`src/rtl/hsh_pkg.sv`:
```
package hsh_pkg;
    localparam int BEAT_W = 64;

    typedef struct packed {
        logic              sop;
        logic              eop;
        logic [BEAT_W-1:0] data;
    } beat_t;
endpackage

```
`src/rtl/hsh_crc_step.sv`:
```
module hsh_crc_step #(
    parameter int          CRC_W = 32,
    parameter int          CHUNK = 32,
    parameter logic [31:0] POLY  = 32'h04C11DB7
) (
    input  logic [CRC_W-1:0] crc_in,
    input  logic [CHUNK-1:0] chunk,
    output logic [CRC_W-1:0] crc_out
);
    always_comb begin
        logic [CRC_W-1:0] acc;
        logic             fb;
        acc = crc_in;
        for (int i = CHUNK - 1; i >= 0; i--) begin
            fb  = acc[CRC_W-1] ^ chunk[i];
            acc = {acc[CRC_W-2:0], 1'b0};
            if (fb) acc = acc ^ POLY[CRC_W-1:0];
        end
        crc_out = acc;
    end
endmodule

```
`src/rtl/hsh_hdr_merge.sv`:
```
module hsh_hdr_merge
    import hsh_pkg::*;
#(
    parameter int HASH_W   = 32,
    parameter int HASH_LSB = 32,
    parameter int EN_BIT   = 24
) (
    input  beat_t              beat,
    input  logic [HASH_W-1:0]  hash,
    output logic [BEAT_W-1:0]  data
);
    always_comb begin
        data = beat.data;
        if (beat.sop && beat.data[EN_BIT]) begin
            data[HASH_LSB +: HASH_W] = hash;
        end
    end
endmodule

```
`src/rtl/pkt_field_hasher.sv`:
```
module pkt_field_hasher
    import hsh_pkg::*;
#(
    parameter int          SEL_W    = 256,
    parameter int          CRC_W    = 32,
    parameter logic [31:0] POLY     = 32'h04C11DB7,
    parameter logic [31:0] INIT     = 32'hFFFFFFFF,
    parameter int          HASH_LSB = 32,
    parameter int          EN_BIT   = 24
) (
    input  logic              clk,
    input  logic              rst_n,
    input  logic              in_valid,
    input  logic              in_sop,
    input  logic              in_eop,
    input  logic [63:0]       in_data,
    input  logic [SEL_W-1:0]  sel_bits,
    input  logic [SEL_W-1:0]  sel_mask,
    output logic              out_valid,
    output logic              out_sop,
    output logic              out_eop,
    output logic [63:0]       out_data
);
    localparam int STAGES = 8;
    localparam int CHUNK  = SEL_W / STAGES;

    typedef struct packed {
        logic [STAGES-1:0]             vld;
        beat_t [STAGES-1:0]            beat;
        logic [STAGES-1:0][CRC_W-1:0]  crc;
        logic [STAGES-2:0][SEL_W-1:0]  rem;   // unconsumed bits, top-aligned
    } state_t;

    state_t state_d, state_q;

    logic [SEL_W-1:0] masked;
    beat_t            beat_in;
    logic [CRC_W-1:0] step_crc [STAGES];

    assign masked  = sel_bits & sel_mask;
    assign beat_in = '{sop: in_sop, eop: in_eop, data: in_data};

    // One CRC step per stage; stage 0 reads the live masked vector.
    for (genvar g = 0; g < STAGES; g++) begin : g_step
        logic [CRC_W-1:0] seed;
        logic [CHUNK-1:0] part;
        if (g == 0) begin : g_first
            assign seed = INIT[CRC_W-1:0];
            assign part = masked[SEL_W-1 -: CHUNK];
        end else begin : g_rest
            assign seed = state_q.crc[g-1];
            assign part = state_q.rem[g-1][SEL_W-1 -: CHUNK];
        end
        hsh_crc_step #(.CRC_W(CRC_W), .CHUNK(CHUNK), .POLY(POLY)) u_step (
            .crc_in (seed),
            .chunk  (part),
            .crc_out(step_crc[g])
        );
    end

    always_comb begin
        state_d      = state_q;
        state_d.vld  = {state_q.vld[STAGES-2:0], in_valid};
        state_d.beat = {state_q.beat[STAGES-2:0], beat_in};
        // capture on start of packet, hold otherwise
        if (in_valid && in_sop) begin
            state_d.crc[0] = step_crc[0];
            state_d.rem[0] = masked << CHUNK;
        end
        for (int g = 1; g < STAGES; g++) begin
            state_d.crc[g] = step_crc[g];
        end
        for (int g = 1; g < STAGES - 1; g++) begin
            state_d.rem[g] = state_q.rem[g-1] << CHUNK;
        end
    end

    always_ff @(posedge clk or negedge rst_n) begin
        if (!rst_n) state_q <= '0;
        else        state_q <= state_d;
    end

    hsh_hdr_merge #(.HASH_W(CRC_W), .HASH_LSB(HASH_LSB), .EN_BIT(EN_BIT)) u_merge (
        .beat(state_q.beat[STAGES-1]),
        .hash(state_q.crc[STAGES-1]),
        .data(out_data)
    );

    assign out_valid = state_q.vld[STAGES-1];
    assign out_sop   = state_q.beat[STAGES-1].sop;
    assign out_eop   = state_q.beat[STAGES-1].eop;
endmodule

```
`config.mk`:
```
export PLATFORM = sky130hd
export DESIGN_NAME = pkt_field_hasher
export DESIGN_NICKNAME = d
export VERILOG_FILES = /design/src/rtl/hsh_pkg.sv /design/src/rtl/hsh_crc_step.sv /design/src/rtl/hsh_hdr_merge.sv /design/src/rtl/pkt_field_hasher.sv
export SDC_FILE = /design/constraint.sdc
export NUM_CORES = 2
export LEC_CHECK = 0
export BUFFER_PORTS_ARGS = -buffer_cell sky130_fd_sc_hd__buf_2
export CAP_MARGIN = 40
export CORE_MARGIN = 2
export CORE_UTILIZATION = 30
export CTS_CLUSTER_DIAMETER = 60
export DETAILED_ROUTE_END_ITERATION = 12
export GPL_TIMING_DRIVEN = 0
export SLEW_MARGIN = 25
export SYNTH_ARGS = -nofsm -noshare
export SYNTH_HDL_FRONTEND = slang
export SYNTH_HIERARCHICAL = 1
export SYNTH_SLANG_ARGS = --single-unit
```
`constraint.sdc`:
```
create_clock -name clk -period 12.1 [get_ports clk]
set_clock_uncertainty 0.1 [all_clocks]
set_input_delay 0 -clock clk [delete_from_list [all_inputs] [get_ports clk]]
set_output_delay 0 -clock clk [all_outputs]
set_load 0.005 [all_outputs]
```
# After elaboration in Yosys (flattened, before gate mapping)
# Cells that the tools add are included.
# Widths: inputs -> output; s select.
# word_totals
reg_bits	1688
in_bits	581
output_inout_bits	67
elab_cells	810
# op_classes
muxes	257
bitwise	511
reduce_logical	2
# op_table
operator	n
$mux 27	256
$not 14->14	255
$and 256x256->256	1
$xor 1x1->1	250
$mux 32	1
$xor 1x1->1 const A	5
$logic_and 1x1->1	2

# Logic depth before layout (Yosys ltp)
# logic_depth
ltp_word	64
mapped_depth	10
depth_no_buf	10

# Hierarchy
# Netlist, hierarchy kept.
# modules_own_cells
module	instances	cells_each	area_per_inst_um2	seq_area_each_um2
pkt_field_hasher	1	2505	46574.7	42240.5
hsh_crc_step	8	256	3080.5	0.0
hsh_hdr_merge	1	68	784.5	0.0

# Worst setup path before layout
# OpenSTA, ideal clock, no wires.
# synth_timing
kind	reg2reg
from	reg state_q (netlist bit g_step[1].part[31])
to	reg state_q (netlist bit g_step[2].seed[8])
setup_time_ps	129
arrival_time_ps	3616
required_ps	11871
setup_slack_ps	8254
stages_incl_launch_ff	9
n_path_buf	0
period_less_slack_ps	3846
path_cell_list	dfrtp_1 > xnor2_2 > xnor3_2 > xnor3_4 > xnor3_1 > xnor3_2 > xnor3_2 > xor3_2 > xnor2_1
# synth_rtl
element	line	source
from (decl)	pkt_field_hasher.sv:34	state_t state_d, state_q;
from (signal assigned)	pkt_field_hasher.sv:80	else state_q <= state_d;

==> impl_results.md <==
* Postcts setup bufs at 0
* Outcome: complete, no violations
* Io pins at roughly 650
* Least-Margin Pin Slew at about 0.86 ns
* Rows at approximately 180
* M3 GR Usage at 0.0274
* Largest cells by area after synthesis: dfrtp_1 59%, xnor2_1 14%, xnor3_1 7.5%
* FMAX at approximately 0.22 GHz
* Layout cell share with drive strength beyond 1 at 0.207
* Yosys cell types at 27
* IO Port Bufs at around 650
* Hold Path Cell Cnt at 4
* Largest area contributor in the netlist: dfrtp_1
* CTS max path bufs at 3
* Core Footprint at 0.238 sq mm
* R2R cell count at 8
* Overall die area at 0.244 sq mm
* Cts bufs inserted at between 150 and 200
* Vias per inst at approximately 4.2
* Sequential cell area at 0.0422 sq mm
* Clk Latency, worst-skew pair at roughly 0.84 ns
* Footprint of the multi-input gates at between 0.02 and 0.03 sq mm
* Setup violations, final at 0
* Post-layout min period at 4.47 ns
* Largest net degree at the start of global routing at about 140
* Initial Util at 0.302
* Relative slew slack at 0.425
* Peak fanout along the critical path at 7
* WL/cell at 19.0 um
* Routability-driven placement congestion ratio at around 0.91
* Final period utilization at 0.369
* NumNets Final at slightly above 7,000
* Via count at a little over 40,000
* Htree depth at 4
* Final hold violations at 0
* Finished Core Util at 0.404
* Wire length of the first global-routing pass at between 200 and 300 mm
* Worst Setup End Kind: register
* DIE WIDTH at just under 500 um
* CTS tree: done
* Met1 Use GR at 0.180
* Arr. time, crit path at approximately 5.1 ns
* GRT overflow at 0
* Slew Viols, Final at 0
* Drt pass-1 iters at 6
* Sequential-to-total area share from yosys stat at 0.587
* Met2 GRT Util at 0.275
* RSZ-0062 raised after global routing: false
* Global Route Usage Sum at 0.153
* DP HPWL at approximately 130 mm
* Setup Total Neg Slack at 0 ns
* Gr busiest metal: met2
* Final ANT Viol Nets at 0
* Finished Layout Cells at approximately 9,800
* Detailed Route Iter0 Violations at approximately 2,500
* Clock Pin Slew Worst Setup and Hold Paths at around 0.060 ns
* Worst setup SP type: register
* Post-synthesis cell area at around 0.072 sq mm
* Syn. warnings at 6
* Area grow syn2layout at 33.6%
* Final instance area at roughly 0.096 sq mm
* Critical Path RT at ~13 ns
* Max-cap violations at 0
* Share of the synthesized area in the top cell type at 0.587
* Initial antenna violation count at 16
* Vias in the first global route at between 40,000 and 50,000
* Min-Delay Path Class: in2reg
* Synthesized area per cell at 15.6 sq um
* Cells after synthesis at 4,621
* FILL cells at around 21,000
* DRC viols at 0
* Synth Register Bits at 1,688
* Critical path type: reg2reg
* CTS root buffer: clkbuf_16
* Post-Route WL at approximately 190 mm
* Placed instance count at between 8,000 and 9,000
* Placed cell areas at ~0.080 sq mm
* Die Ht at a little under 500 um
* Clk sinks at between 1,500 and 2,000
## final cells by class
| cell class | instances | share of cell area |
|---|---|---|
| clock inverter | 99 | 0.0151 |
| sequential | 1688 | 0.439 |
| inverter | 240 | 0.00936 |
| timing repair buffer | 1645 | 0.139 |
| clock buffer | 245 | 0.0540 |
| multi-input combinational | 2613 | 0.295 |
| antenna | 11 | 0.000286 |
| buffer | 114 | 0.00666 |
| tap | 3167 | 0.0412 |
## final timing paths
check,startpoint,to,slack [ns]
min in group asynchronous,rst_n,g_step[2].part[2],0.28
hold reg to reg,state_d[2249],state_d[2315],0.21
setup reg to reg,g_step[7].part[27],state_q[2032],7.63
max in group asynchronous,rst_n,state_q[2529],8.62
setup / recovery,g_step[7].part[27],state_q[2032],7.63
hold / removal,sel_bits[2],state_d[322],0.06
## critical path, cell delays in order (launching register included)
cell and delay, ns:
dfrtp_1 0.44, xnor2_2 0.50, xnor3_1 0.67, xnor3_1 0.57, xnor3_1 0.42, xnor3_1 0.44
xor2_1 0.51, xnor2_1 0.30, xnor3_1 0.40
## what timing repair did
item | CTS | global route
hold endpoints to repair | 614 | 0
hold buffers | 959 | 0
resized for setup | 0 | 0
## stage by stage
stage | hold WS, ns | worst slack (ns)
finish | 0.0637 | 7.63
floorplan | -0.396 | 8.25
global route | 0.000261 | 7.48
detailed placement | -0.0876 | 7.65
global placement | 0.00878 | -25.72
CTS | 0.000142 | 7.64
## flip-flops by register name (all words and copies together) (netlist names)
name / count
state_d: 1141
g_step.part: 224
g_step.seed: 224
state_q: 96
out_eop: 1
out_sop: 1
out_valid: 1
## placed cells by master, fill, tap and decap left out, types with 8 or more instances in the layout
cell type | netlist | routed
dfrtp_1 | 1688 | 1688
xnor2_1 | 1184 | 1178
dlygate4sd3_1 | 0 | 958
buf_2 | 7 | 666
xor2_1 | 344 | 344
inv_1 | 240 | 240
xnor3_1 | 240 | 240
nand4_1 | 224 | 224
o21ai_0 | 224 | 224
clkbuf_16 | 0 | 185
xnor3_2 | 96 | 96
clkbuf_1 | 66 | 92
xnor2_2 | 56 | 62
mux2_4 | 46 | 46
buf_4 | 33 | 43
conb_1 | 1 | 35
clkbuf_8 | 0 | 34
and2_1 | 33 | 33
xor2_2 | 32 | 32
clkinv_2 | 0 | 21
mux2_2 | 18 | 18
bufinv_16 | 0 | 16
xor2_4 | 16 | 16
xnor3_4 | 16 | 16
xor3_2 | 16 | 16
xor3_1 | 16 | 16
inv_6 | 0 | 15
buf_16 | 0 | 15
diode_2 | 0 | 11
clkinvlp_4 | 0 | 11
clkinv_8 | 0 | 11
clkinv_16 | 0 | 10
xor3_4 | 8 | 8
xnor2_4 | 8 | 8
## routing by layer
| layer | up-vias | share of wire |
|---|---|---|
| li1 | 18600 | - |
| met1 | 20800 | 0.40 |
| met2 | 1131 | 0.52 |
| met3 | 527 | 0.040 |
| met4 | 2 | 0.042 |
| met5 | - | 0.000064 |
## Yosys cell counts (all sizes together)
cell	instances
mux2	64
buf	47
clkbuf	67
dfrtp	1688
inv	240
nand4	224
xnor2	1248
xnor3	352
o21ai	224
xor3	40
conb	1
xor2	392
nand2	1
and2	33
## logic make-up after synthesis
family / share of synthesized area
XOR/XNOR: 0.341
flip-flops: 0.587
buffers and inverters: 0.0214
AND/OR/NAND/NOR: 0.0225
AO/OA/AOI/OAI: 0.0156
multiplexers: 0.0124
other: 0.0000521
Power is left out: the tool's default activity adds up to more than one toggle a clock period on the data nets, which glitch-free logic cannot reach.
